**src/rtl/prio_irq_pkg.sv**
```systemverilog
package prio_irq_pkg;
  localparam int NLINES = 8;
  localparam int LW     = $clog2(NLINES);
  localparam int DW     = 8;

  typedef struct packed {
    logic          initClr;
    logic          imrLoad;
    logic          eoiNonSpec;
    logic          eoiSpec;
    logic          rotOnEoi;
    logic          rotSet;
    logic [LW-1:0] lineSel;
    logic          pollRd;
    logic          ack;
  } strobe_t;
endpackage

```
**src/rtl/prio_irq_ctl.sv**
```systemverilog
module prio_irq_ctl
  import prio_irq_pkg::*;
(
  input  logic          clk,
  input  logic          rstN,
  input  logic          wrEn,
  input  logic          rdEn,
  input  logic          addr,
  input  logic [DW-1:0] wrData,
  input  logic          intAck,
  output strobe_t       st,
  output logic          autoEoi,
  output logic          rotAeoi,
  output logic          pollArmed,
  output logic          readIsr,
  output logic [DW-1:0] base
);
  typedef enum logic [1:0] {STEP_IDLE, STEP_BASE, STEP_SECOND, STEP_THIRD} step_e;
  step_e step;
  logic  needThird;

  logic isInit, isSel, isCmd;
  logic [2:0] cmd;
  assign isInit = wrEn && !addr && wrData[4];
  assign isSel  = wrEn && !addr && !wrData[4] && wrData[3];
  assign isCmd  = wrEn && !addr && !wrData[4] && !wrData[3];
  assign cmd    = wrData[7:5];

  always_comb begin
    st            = '0;
    st.initClr    = isInit;
    st.imrLoad    = wrEn && addr && (step == STEP_IDLE);
    st.eoiNonSpec = isCmd && (cmd == 3'd1 || cmd == 3'd5);
    st.eoiSpec    = isCmd && (cmd == 3'd3 || cmd == 3'd7);
    st.rotOnEoi   = isCmd && cmd[2] && cmd[0];
    st.rotSet     = isCmd && (cmd == 3'd6);
    st.lineSel    = wrData[LW-1:0];
    st.pollRd     = rdEn && pollArmed;
    st.ack        = intAck;
  end

  always_ff @(posedge clk) begin
    if (!rstN) begin
      step <= STEP_IDLE; needThird <= 1'b0; base <= '0;
      autoEoi <= 1'b0; rotAeoi <= 1'b0; pollArmed <= 1'b0; readIsr <= 1'b0;
    end else begin
      if (rdEn && pollArmed) pollArmed <= 1'b0;
      if (isInit) begin
        step <= STEP_BASE; needThird <= wrData[0];
        autoEoi <= 1'b0; rotAeoi <= 1'b0; pollArmed <= 1'b0; readIsr <= 1'b0;
      end else if (wrEn && addr) begin
        case (step)
          STEP_BASE:   begin base <= wrData; step <= STEP_SECOND; end
          STEP_SECOND: step <= needThird ? STEP_THIRD : STEP_IDLE;
          STEP_THIRD:  begin autoEoi <= wrData[1]; step <= STEP_IDLE; end
          default:     ;
        endcase
      end else if (isSel) begin
        if (wrData[2]) pollArmed <= 1'b1;
        if (wrData[1]) readIsr <= wrData[0];
      end else if (isCmd && cmd[1:0] == 2'b00) begin
        rotAeoi <= cmd[2];
      end
    end
  end

  AST_INIT_RESETS_MODES: assert property (@(posedge clk) disable iff (!rstN)
    isInit |=> (!autoEoi && !rotAeoi && !pollArmed && !readIsr));
  AST_POLL_DISARM: assert property (@(posedge clk) disable iff (!rstN)
    (rdEn && pollArmed && !wrEn) |=> !pollArmed);
endmodule

```
**src/rtl/prio_irq_dp.sv**
```systemverilog
module prio_irq_dp
  import prio_irq_pkg::*;
(
  input  logic              clk,
  input  logic              rstN,
  input  strobe_t           st,
  input  logic [DW-1:0]     busData,
  input  logic              autoEoi,
  input  logic              rotAeoi,
  input  logic [NLINES-1:0] irqLines,
  input  logic [NLINES-1:0] trigLevel,
  output logic [NLINES-1:0] irr,
  output logic [NLINES-1:0] isr,
  output logic [NLINES-1:0] imr,
  output logic              winValid,
  output logic [LW-1:0]     winLine
);
  logic [LW-1:0]     offset;
  logic [NLINES-1:0] prevLines;
  logic [LW:0]       pendPri, isrPri;
  logic [LW-1:0]     isrLine;
  logic [NLINES-1:0] irrN, isrN, imrN;
  logic [LW-1:0]     offN;

  function automatic logic [LW:0] bestPri(input logic [NLINES-1:0] m, input logic [LW-1:0] off);
    logic [LW:0]   r;
    logic [LW-1:0] idx;
    r = (LW+1)'(NLINES);
    for (int p = NLINES - 1; p >= 0; p--) begin
      idx = LW'(p) + off;
      if (m[idx]) r = (LW+1)'(p);
    end
    return r;
  endfunction

  assign pendPri  = bestPri(irr & ~imr, offset);
  assign isrPri   = bestPri(isr, offset);
  assign winValid = pendPri < isrPri;
  assign winLine  = pendPri[LW-1:0] + offset;
  assign isrLine  = isrPri[LW-1:0] + offset;

  always_comb begin
    irrN = irr; isrN = isr; imrN = imr; offN = offset;
    if (st.ack && winValid) begin
      if (!trigLevel[winLine]) irrN[winLine] = 1'b0;
      if (autoEoi) begin
        if (rotAeoi) offN = winLine + LW'(1);
      end else begin
        isrN[winLine] = 1'b1;
      end
    end
    if (st.pollRd && winValid) isrN[winLine] = 1'b0;
    if (st.eoiNonSpec && !isrPri[LW]) begin
      isrN[isrLine] = 1'b0;
      if (st.rotOnEoi) offN = isrLine + LW'(1);
    end
    if (st.eoiSpec) begin
      isrN[st.lineSel] = 1'b0;
      if (st.rotOnEoi) offN = st.lineSel + LW'(1);
    end
    if (st.rotSet) offN = st.lineSel + LW'(1);
    if (st.imrLoad) imrN = busData[NLINES-1:0];
    for (int i = 0; i < NLINES; i++) begin
      if (trigLevel[i]) irrN[i] = irqLines[i];
      else if (irqLines[i] && !prevLines[i]) irrN[i] = 1'b1;
    end
    if (st.initClr) begin
      irrN = '0; isrN = '0; imrN = '0; offN = '0;
    end
  end

  always_ff @(posedge clk) begin
    if (!rstN) begin
      irr <= '0; isr <= '0; imr <= '0; offset <= '0; prevLines <= '0;
    end else begin
      irr <= irrN; isr <= isrN; imr <= imrN; offset <= offN; prevLines <= irqLines;
    end
  end

  AST_INIT_CLEARS: assert property (@(posedge clk) disable iff (!rstN)
    st.initClr |=> (imr == '0 && isr == '0 && !winValid));
  AST_LEVEL_TRACKS: assert property (@(posedge clk) disable iff (!rstN)
    !st.initClr |=> ((irr & $past(trigLevel)) == ($past(irqLines) & $past(trigLevel))));
  AST_MASK_BLOCKS: assert property (@(posedge clk) disable iff (!rstN)
    winValid |-> (|(irr & ~imr)));
  AST_ACK_SETS_ISR: assert property (@(posedge clk) disable iff (!rstN)
    (st.ack && winValid && !autoEoi && !st.initClr && !st.eoiSpec && !st.eoiNonSpec && !st.pollRd)
    |=> isr[$past(winLine)]);
  AST_AEOI_KEEPS_ISR: assert property (@(posedge clk) disable iff (!rstN)
    (st.ack && autoEoi && !st.initClr && !st.eoiSpec && !st.eoiNonSpec && !st.pollRd)
    |=> isr == $past(isr));
endmodule

```
**src/rtl/prio_irq_ctrl.sv**
```systemverilog
module prio_irq_ctrl
  import prio_irq_pkg::*;
(
  input  logic              clk,
  input  logic              rstN,
  input  logic              wrEn,
  input  logic              rdEn,
  input  logic              addr,
  input  logic [DW-1:0]     wrData,
  output logic [DW-1:0]     rdData,
  input  logic [NLINES-1:0] irqLines,
  input  logic [NLINES-1:0] trigLevel,
  output logic              intOut,
  input  logic              intAck,
  output logic [DW-1:0]     vector
);
  strobe_t           st;
  logic              autoEoi, rotAeoi, pollArmed, readIsr, winValid;
  logic [DW-1:0]     base;
  logic [NLINES-1:0] irr, isr, imr;
  logic [LW-1:0]     winLine;

  prio_irq_ctl u_ctl (
    .clk(clk), .rstN(rstN), .wrEn(wrEn), .rdEn(rdEn), .addr(addr), .wrData(wrData),
    .intAck(intAck), .st(st), .autoEoi(autoEoi), .rotAeoi(rotAeoi),
    .pollArmed(pollArmed), .readIsr(readIsr), .base(base)
  );

  prio_irq_dp u_dp (
    .clk(clk), .rstN(rstN), .st(st), .busData(wrData), .autoEoi(autoEoi), .rotAeoi(rotAeoi),
    .irqLines(irqLines), .trigLevel(trigLevel), .irr(irr), .isr(isr), .imr(imr),
    .winValid(winValid), .winLine(winLine)
  );

  assign intOut = winValid;
  assign vector = {base[DW-1:LW], winValid ? winLine : LW'(NLINES - 1)};

  always_comb begin
    if (pollArmed)   rdData = winValid ? DW'(winLine) : '0;
    else if (addr)   rdData = DW'(imr);
    else if (readIsr) rdData = DW'(isr);
    else             rdData = DW'(irr);
  end
endmodule

```
**config.mk**
```make
export PLATFORM = sky130hd
export DESIGN_NAME = prio_irq_ctrl
export DESIGN_NICKNAME = d
export VERILOG_FILES = /design/src/rtl/prio_irq_pkg.sv /design/src/rtl/prio_irq_ctl.sv /design/src/rtl/prio_irq_dp.sv /design/src/rtl/prio_irq_ctrl.sv
export SDC_FILE = /design/constraint.sdc
export NUM_CORES = 1
export LEC_CHECK = 0
export BUFFER_PORTS_ARGS = -buffer_cell sky130_fd_sc_hd__buf_4
export CAP_MARGIN = 20
export CORE_AREA = 8 8 138 140
export DETAILED_ROUTE_END_ITERATION = 16
export DIE_AREA = 0 0 146 148
export PLACE_DENSITY = 0.52
export SLEW_MARGIN = 20
export SYNTH_ARGS = -nofsm -noshare
export SYNTH_HDL_FRONTEND = slang
export SYNTH_SLANG_ARGS = --single-unit
export TNS_END_PERCENT = 30
```
**constraint.sdc**
```tcl
create_clock -name clk -period 14.15 [get_ports clk]
set_input_delay 0.7075 -clock clk [delete_from_list [all_inputs] [get_ports clk]]
set_output_delay 0.7075 -clock clk [all_outputs]
set_load 0.02 [all_outputs]
```
== Yosys cells after proc, flatten, opt, wreduce, memory -nomap -nowiden ==
Index checks and enable logic that the tools add are counted.

* Output and inout bits: 17
* Register bits: 50
* Logic and storage cells: 247
* Bits of input ports: 30

* Reduce and logical (&&, ||, !) cells: 70
* $lt $le $gt $ge: 15
* Equality and inequality tests: 16
* Add/sub/neg operators: 12
* Bitwise operators: 14
* Multiplexer cells: 100

{| class="wikitable"
|+ Operator list
! kind !! count
|-
| 2-to-1 mux 8 bit || 10
|-
| 2-to-1 mux 4 bit || 16
|-
| binary-select mux 1 bit (select 3 bit) || 17
|-
| less-than comparator 3 x 4 -> 1 bit, second input constant || 11
|-
| 2-to-1 mux 1 bit || 42
|-
| bitwise AND 8 bit || 5
|-
| NOT 8 bit || 4
|-
| 2-to-1 mux 3 bit || 10
|-
| logical AND 1 bit || 28
|-
| nonzero test 3 bit || 9
|-
| != test 3 bit, second input constant || 8
|-
| AND reduction 2 bit || 11
|-
| adder 3 bit, first input constant || 4
|-
| zero test 1 bit || 12
|-
| adder 3 x 1 -> 3 bit, second input constant || 3
|-
| demux 1 bit (select 3 bit) || 3
|-
| == test 3 bit, second input constant || 3
|-
| >= comparator 3 x 1 -> 1 bit, second input constant || 3
|-
| AND reduction 3 bit || 3
|-
| OR 8 bit || 1
|-
| adder 2 x 3 -> 3 bit, first input constant || 2
|-
| adder 3 bit || 2
|-
| case mux 2 bit (3 select lines) || 1
|-
| == test 2 bit, second input constant || 2
|-
| 12 further kinds || 17
|}

== Longest topological paths before layout ==
Gate-level depths: netlist (run 1).

* Word-level depth: 26
* Mapped depth: 18
* Mapped depth without buffers: 17

== Hierarchy ==
From an unflattened synthesis (run 1), not the netlist that was laid out.

* Cell total of the unflattened synthesis: 454
* Area total of the unflattened synthesis: 4241.6 um^2

{| class="wikitable"
|+ By module, submodules not included
! module !! seq. area each (um^2) !! cells an instance !! times used !! area an instance (um^2)
|-
| prio_irq_dp || 700.7 || 331 || 1 || 3136.8
|-
| prio_irq_ctl || 300.3 || 85 || 1 || 833.3
|-
| prio_irq_ctrl || 0.0 || 38 || 1 || 271.5
|}

== Least setup slack after synthesis (run 1) ==
No wires, ideal clock.

* Kind: reg-to-reg
* Start: register u_dp.offset[1]
* End: register u_dp.irr[1]
* Arrival: 4.923 ns
* Cell stages (with the launch flop): 19
* Data required time: 14.017 ns
* Period minus slack after synthesis: 5.056 ns
* Slack: 9.094 ns
* Setup time: 0.133 ns
* Buffers on the path: 1
* Cells stage by stage: dfxtp_1 buf_2 inv_1 ha_1 xnor2_1 mux4_2 a21oi_1 o32a_1 inv_1 ha_1 fa_1 xor2_1 mux2_2 a21oi_1 nor2_1 a211oi_1 mux2i_1 o21ai_1 o22ai_1

* Word-level cells in the longest chain between the ends: 22
* Elaborated cells on any way between the ends: 74
* Those cells by class: add/sub (8); order compare (3); eq/ne (1); mux (56); bitwise (2); reduce/logical (4)

{| class="wikitable"
|+ Ends and longest elaborated chain
! what !! RTL line !! RTL
|-
| start, declared || prio_irq_dp.sv:18 || <nowiki>logic [LW-1:0] offset;</nowiki>
|-
| start signal, assigned || prio_irq_dp.sv:76 || <nowiki>irr <= irrN; isr <= isrN; imr <= imrN; offset <= offN; prevLines <= irqLines;</nowiki>
|-
| adder 3 bit || prio_irq_dp.sv:30 || <nowiki>idx = LW'(p) + off;</nowiki>
|-
| binary-select mux 1 bit (select 3 bit) || prio_irq_dp.sv:31 || <nowiki>if (m[idx]) r = (LW+1)'(p);</nowiki>
|-
| 2-to-1 mux 1 bit (implied by the code) || prio_irq_dp.sv:31 ||
|-
| 2-to-1 mux 4 bit (8 in series) || prio_irq_dp.sv:31 ||
|-
| adder 3 bit || prio_irq_dp.sv:39 || <nowiki>assign winLine = pendPri[LW-1:0] + offset;</nowiki>
|-
| less-than comparator 3 x 4 -> 1 bit (implied by the code) / >= comparator 3 x 1 -> 1 bit (equally long branches) || prio_irq_dp.sv:45 || <nowiki>if (!trigLevel[winLine]) irrN[winLine] = 1'b0;</nowiki>
|-
| logical AND 1 bit (implied by the code) || prio_irq_dp.sv:45 ||
|-
| 2-to-1 mux 1 bit (implied by the code) || prio_irq_dp.sv:45 ||
|-
| demux 1 bit (select 3 bit) || n/a ||
|-
| NOT 8 bit (no line) || n/a ||
|-
| bitwise AND 8 bit (no line) || n/a ||
|-
| 2-to-1 mux 8 bit || prio_irq_dp.sv:45 ||
|-
| 2-to-1 mux 8 bit || prio_irq_dp.sv:44 || <nowiki>if (st.ack && winValid) begin</nowiki>
|-
| 2-to-1 mux 1 bit || prio_irq_dp.sv:65 || <nowiki>else if (irqLines[i] && !prevLines[i]) irrN[i] = 1'b1;</nowiki>
|-
| 2-to-1 mux 1 bit || prio_irq_dp.sv:64 || <nowiki>if (trigLevel[i]) irrN[i] = irqLines[i];</nowiki>
|-
| end signal, assigned || prio_irq_dp.sv:76 ||
|-
| end, declared || prio_irq_dp.sv:12 || <nowiki>output logic [NLINES-1:0] irr,</nowiki>
|}

Several ways; a longest one is shown, not always the timed one. The select of a mux whose other input is x is not followed.
A chain may end at the register's enable or synchronous reset.

== Final worst setup path (run 1) ==
Same ends and word-level chain as after synthesis.

==> impl_results.md, run 1 <==
* Tcrit/Tclk final at 0.421
* Switching share of power at 0.430
* Sequential share of the synthesized area at 0.229
* Number of synthesized flops with an enable pin at 0
* GRT overflow at 0
* First-pass GRT wire length at 21300 um
* # diodes at 0
* Port bufs at 46
* Initial core utilization at 0.243
* Final WL at 13500 um
* Area of the multi-input gates at around 3000 um^2
* Flops & latches, synth at 47
* Max-cap violations at 0
* Synth area leader: dfxtp_1
* Reg clk slew, reported paths at 70 ps
* Synth warn at 0
* TNS Setup at 0 ps
* Syn avg cell area at about 8.5 um^2
* CTS tree: done
* Maximum VDD drop at 0.000118 V
* Count of final hold-check violations at 0
* Syn Inst Count at 486
* Status: finished, final reports clean
* Cell Area, Synth at about 4000 um^2
* Ys flop type: dfxtp_1
* Max Slew Vio Count at 0
* Crit path time final at ~6000 ps
* RePlAce Congestion at 0.859
* Maximum clock path buffer count at 2
* Share of layout cells above drive strength 1 at 0.190
* Row count at 48
* NetSw at 235 uW
* Top-count cell post-synth: dfxtp_1
* Worst Path Max Fanout at 14
* Logic gate share of total power at 0.497
* Fin area at 4800 um^2
* DR pass1 iterations at 5
* Sequential cell area at 941 um^2
* Cts hold-fix bufs at 0
* Final core utilization at 0.283
* # Post-CTS Setup Buffers at 0
* Core area at 16900 um^2
* Die height at 148 um
* Post-DRT Antenna Nets at 0
* Starting DRT DRC Count at 355
* DP Wirelength at 10800 um
* Crit Path Category: reg2reg
* WP data arrival at 6110 ps
* Clock sink total at 47
* Vias at ~3900
* Largest net degree at the start of global routing at 24
* Num ports at 47
* Post-synth top cells: dfxtp_1, nor2_1, mux2i_1
* Post-CTS sizing at 0
* Critical path launch point type: flop
* Rel. slew slack at 0.350
* Min-delay worst type: reg2reg
* Post-Route Skew at roughly 3.4 ps
* Clk_lat worst skew at 290 ps
* Wirelength per Cell at 18.1 um
* Syn_nets at 533
* Standby leakage power at 1.94 nW
* # setup viols final at 0
* Share of the synthesized area in the top cell type at 0.229
* Fill count at 1853
* PwrDens at about 110 nW/um^2
* Post-synth cell types at 68
* Total CTS buffers at 5
* Fmax achieved at roughly 170 MHz
* CP Capture Type: flop
* Clk pwr share at 0.216
* CP required at 14300 ps
* Cell internal pwr at 311 uW
* Worst slew pin tran at 974 ps
* Vias in the first global route at 3887
* Initial antenna violation count at 0
* CTS Root Cell: clkbuf_16
* FFs w/ async S/R, synth at 0
* GRT Overall Usage at 0.123
* DRC at 0
* Die footprint at 21600 um^2
* H-Tree Level Count at 2
* Sequential Power Share at 0.287
* Top cells by area, synth: dfxtp_1, mux4_2, mux2i_1
* Vias per inst at ~5.2
* RSZ-0062 raised after global routing: false
* Post-DP Area at 4650 um^2
* Nets at 567
* P&R area growth vs syn at 16.6%
* Chip width at 146 um
-- worst max-delay path, cell delays in order, from the launching register on --
cell	delay, ps
dfxtp_1	790
inv_1	210
ha_1	250
xnor2_1	420
mux4_2	610
a21boi_0	220
o32a_1	310
inv_1	80
ha_1	200
fa_1	440
xor2_1	680
mux2_2	420
a21oi_1	150
nor2_1	60
a211oi_1	210
mux2i_1	130
o21ai_1	450
o22ai_1	170
-- per-stage QoR --
| step | hold slack [ps] | total power [mW] | std cells | setup WS [ps] |
|---|---|---|---|---|
| floorplan | 458 | 0.338 | 486 | 9090 |
| global placement | 495 | 0.424 | 738 | 8400 |
| detailed placement | 502 | 0.428 | 738 | 8200 |
| CTS | 522 | 0.549 | 746 | 8160 |
| global route | 541 | 0.577 | 746 | 7570 |
| finish | 512 | 0.546 | 746 | 8200 |
-- state kept, by name, summed over array words and instances (netlist names) --
register / count
u_ctl.needThird: 1
u_dp.isr: 8
u_dp.offset: 3
u_ctl.step: 2
u_ctl.readIsr: 1
u_dp.prevLines: 8
u_ctl.autoEoi: 1
u_ctl.base: 5
u_dp.imr: 8
u_ctl.pollArmed: 1
u_dp.irr: 8
u_ctl.rotAeoi: 1
-- kinds of logic after synthesis --
kind of cell	share of synthesized area
AO/OA/AOI/OAI	0.196
XOR/XNOR	0.0213
adder cells (fa/ha/maj)	0.0553
buffers and inverters	0.0562
flip-flops	0.229
multiplexers	0.209
AND/OR/NAND/NOR	0.234
-- power by group through the flow --
stage | clock network, mW | registers (mW) | logic, mW
after global placement | 0 | 0.159 | 0.265
final | 0.118 | 0.157 | 0.271
after floorplan | 0 | 0.152 | 0.186
after detailed placement | 0 | 0.159 | 0.269
after CTS | 0.121 | 0.156 | 0.271
after global routing | 0.125 | 0.158 | 0.293
-- final timing paths --
check / start / end / slack [ps] / cells after the start
worst max-delay path: u_dp.offset[1] / u_dp.irr[1] / 8200 / 17
worst min-delay path: u_ctl.needThird / u_ctl.needThird / 510 / 2
worst max register to register: u_dp.offset[1] / u_dp.irr[1] / 8200 / 17
worst min register to register: u_ctl.needThird / u_ctl.needThird / 510 / 2
-- final cells by class --
cell class              instances  share of cell area
clock buffers                   5              0.0261
clock inverters                 3             0.00417
inverters                      35              0.0279
multi-input cells             384               0.613
flip-flops and latches         47               0.196
well taps                     225              0.0587
repair buffers                 47              0.0736
-- per-layer routing --
metal	part of all wire	routed length [um]	track usage	up-vias
li1	-	-	-	1886
met1	0.46	6260	0.160	1893
met2	0.47	6380	0.207	105
met3	0.044	590	0.0196	15
met4	0.019	256	0.0325	0
met5	0	0	0	-
-- cells in the final DEF (no fill, tap or decap), types with 5 or more instances in the layout --
cell       synthesis  final
a211oi_1           8      8
nor2_1            43     43
mux2_2             9      9
clkbuf_16          0      5
nor4_1             5      5
o2bb2ai_1          5      5
mux2i_1           36     36
and2_1            12     12
nand3_1           15     15
mux4_2            17     17
dfxtp_1           47     47
ha_1              15     15
buf_4              1     47
o211ai_1           6      6
nor3_1            13     13
xnor2_1            6      6
o21ai_0           14     14
inv_1             34     34
a31oi_1           10     10
a21oi_1           30     30
nand2_1           34     34
nor2b_1           15     15
No activity file was read; power rests on OpenSTA's default activity.
==> inputs of run 2 (changes only) <==
==> constraint.sdc (replaced) <==
create_clock -name clk -period 6.15 [get_ports clk]
set_input_delay 0.3075 -clock clk [delete_from_list [all_inputs] [get_ports clk]]
set_output_delay 0.3075 -clock clk [all_outputs]
set_load 0.02 [all_outputs]
==> run 2 against run 1 <==
Compared with the run above: cell area rose by 0.37%; combinational power rose by 130%; worst setup slack got worse by 7500 ps.
==> impl_results.md, run 2 (synthesis gave the netlist of run 1 again) <==
* Crit path max-delay cell type: mux4_2
* Worst slew pin tran at 949 ps (-25.4 ps)
* Cells along the critical path: inv_1 > ha_1 > xnor2_1 > mux4_2 > a21boi_0 > o32a_1 > inv_1 > ha_1 > fa_1 > xor2_1 > buf_4 > mux2_2 > a21oi_1 > nor2_1 > a211oi_1 > mux2i_1 > o21ai_1 > o22ai_1
* Reg clk slew, reported paths at 70 ps (about the same)
* Cts hold-fix bufs at 0 (unchanged)
* GRT Overall Usage at 0.131 (+0.00845)
* Max Slew Vio Count at 0 (unchanged)
* # diodes at 0 (unchanged)
* DRC at 0 (unchanged)
* Post-Route Skew at 7.93 ps (+4.58 ps)
* FF-to-FF End: u_dp.irr[3]
* Worst Path Max Fanout at 10 (-4)
* Nets at 569 (+0.35%)
* Stages on worst setup path at 18 (+1)
* DP Wirelength at 11200 um (+4.3%)
* P&R area growth vs syn at 17.0%
* Num ports at 47 (unchanged)
* Post-DRT Antenna Nets at 0 (unchanged)
* Wirelength per Cell at 18.9 um (+4.7%)
* WHS Path Cells at 2 (unchanged)
* FF-to-FF setup slack at 710 ps (-7480 ps)
* Top Family by Delay on Critical Path: compound AO/OA/AOI/OAI gates
* Final core utilization at 0.284 (+0.00103)
* Post-DP Area at 4670 um^2 (+0.32%)
* Min-delay worst type: in2reg
* Min setup slack post-route at 712 ps (-7480 ps)
* Commonest non-fill, non-tap cell in the layout: buf_4
* Max stage delay on crit path at 630 ps (-160 ps)
* Initial antenna violation count at 0 (unchanged)
* Fin Hold WS at 231 ps (-281 ps)
* R2R depth at 18 (+1)
* Port bufs at 46 (unchanged)
* Initial core utilization at 0.243 (unchanged)
* TNS Setup at 0 ps (unchanged)
* # Post-CTS Setup Buffers at 0 (unchanged)
* Rel. slew slack at 0.367 (+0.0170)
* Chip width at 146 um (unchanged)
* WP data arrival at 5600 ps (-510 ps)
* Core area at 16900 um^2 (unchanged)
* RePlAce Congestion at 0.883 (+2.8%)
* Max-cap violations at 0 (unchanged)
* Die height at 148 um (unchanged)
* Status: finished, final reports clean
* Vias at 4009 (+2.8%)
* RSZ-0062 raised after global routing: false
* DR pass1 iterations at 5 (unchanged)
* Fmax achieved at 184 MHz (+9.5%)
* Most frequent cells in the layout: buf_4, dfxtp_1, nor2_1, mux2i_1
* Worst r2r src: u_dp.offset[1]
* Hold path start: irqLines[2]
* Starting DRT DRC Count at 265 (-25%)
* Row count at 48 (unchanged)
* Clock sink total at 47 (unchanged)
* GRT overflow at 0 (unchanged)
* Crit path to: u_dp.irr[3]
* First-pass GRT wire length at 22600 um (+6.2%)
* Fill count at 1839 (-0.76%)
* Maximum VDD drop at 0.000295 V (+150%)
* CP Capture Type: flop
* Final WL at 14200 um (+5.0%)
* CTS Root Cell: clkbuf_16
* Vias in the first global route at 4104 (+5.6%)
* Clk_lat worst skew at 300 ps (about the same)
* Crit Path Category: reg2reg
* Post-CTS sizing at 0 (unchanged)
* Total CTS buffers at 5 (unchanged)
* PwrDens at 266 nW/um^2 (+130%)
* # setup viols final at 0 (unchanged)
* Die footprint at 21600 um^2 (unchanged)
* Crit path time final at 5440 ps (-516 ps)
* Maximum clock path buffer count at 2 (unchanged)
* Largest net degree at the start of global routing at 24 (unchanged)
* Dpl ws at 847 ps (-7360 ps)
* Standby leakage power at 1.95 nW (+0.99%)
* CP startpoint: u_dp.offset[1]
* Critical path launch point type: flop
* CP required at 6310 ps (-7990 ps)
* Share of layout cells above drive strength 1 at 0.193 (+0.00310)
* Vias per inst at 5.36 (+2.5%)
* Count of final hold-check violations at 0 (unchanged)
* Tcrit/Tclk final at 0.884 (+0.463)
* Worst path buffer plus inverter count at 3 (+1)
* H-Tree Level Count at 2 (unchanged)
* Fin area at 4810 um^2 (+0.37%)
* CTS tree: done
-- run 2: layout make-up --
cell class	instances	area (um^2)	area share
clock buffers	5	125	0.0260
clock inverters	3	22.5	0.00468
inverters	35	134	0.0278
multi-input cells	384	2940	0.611
flip-flops and latches	47	941	0.195
well taps	225	282	0.0585
repair buffers	49	368	0.0764
-- run 2: layer usage --
layer / share of wire / GRT usage / vias to the layer above / routed length [um]
li1: - / - / 1888 / -
met1: 0.45 / 0.164 / 1934 / 6330
met2: 0.47 / 0.221 / 156 / 6710
met3: 0.056 / 0.0248 / 31 / 792
met4: 0.022 / 0.0464 / 0 / 317
met5: 0 / 0 / - / 0
-- run 2: worst reg2reg max path, cell delays in order (launching register included) --
cell	delay (ps)
dfxtp_1	510
inv_1	160
ha_1	230
xnor2_1	480
mux4_2	630
a21boi_0	220
o32a_1	310
inv_1	80
ha_1	190
fa_1	440
xor2_1	200
buf_4	210
mux2_2	360
a21oi_1	180
nor2_1	70
a211oi_1	230
mux2i_1	130
o21ai_1	500
o22ai_1	180
-- run 2: worst min path at each step --
stage                        end  slack, ps
6_report       u_dp.prevLines[2]        230
5_1_grt        u_dp.prevLines[7]        230
4_1_cts        u_dp.prevLines[2]        230
3_5_place_dp     u_ctl.needThird        520
3_3_place_gp       u_ctl.base[4]        500
2_1_floorplan  u_dp.prevLines[0]        430
-- run 2: per-stage QoR --
step	power, mW	instances
after detailed placement	0.993	740
after global placement	0.979	740
after global routing	1.36	748
final	1.28	748
after floorplan	0.777	486
after CTS	1.28	748
-- run 2: power breakdown --
part	total, mW	switching [mW]	internal [mW]
clock network	0.286	0.133	0.153
registers	0.362	0.0364	0.325
logic	0.634	0.393	0.241
total	1.28	0.562	0.719
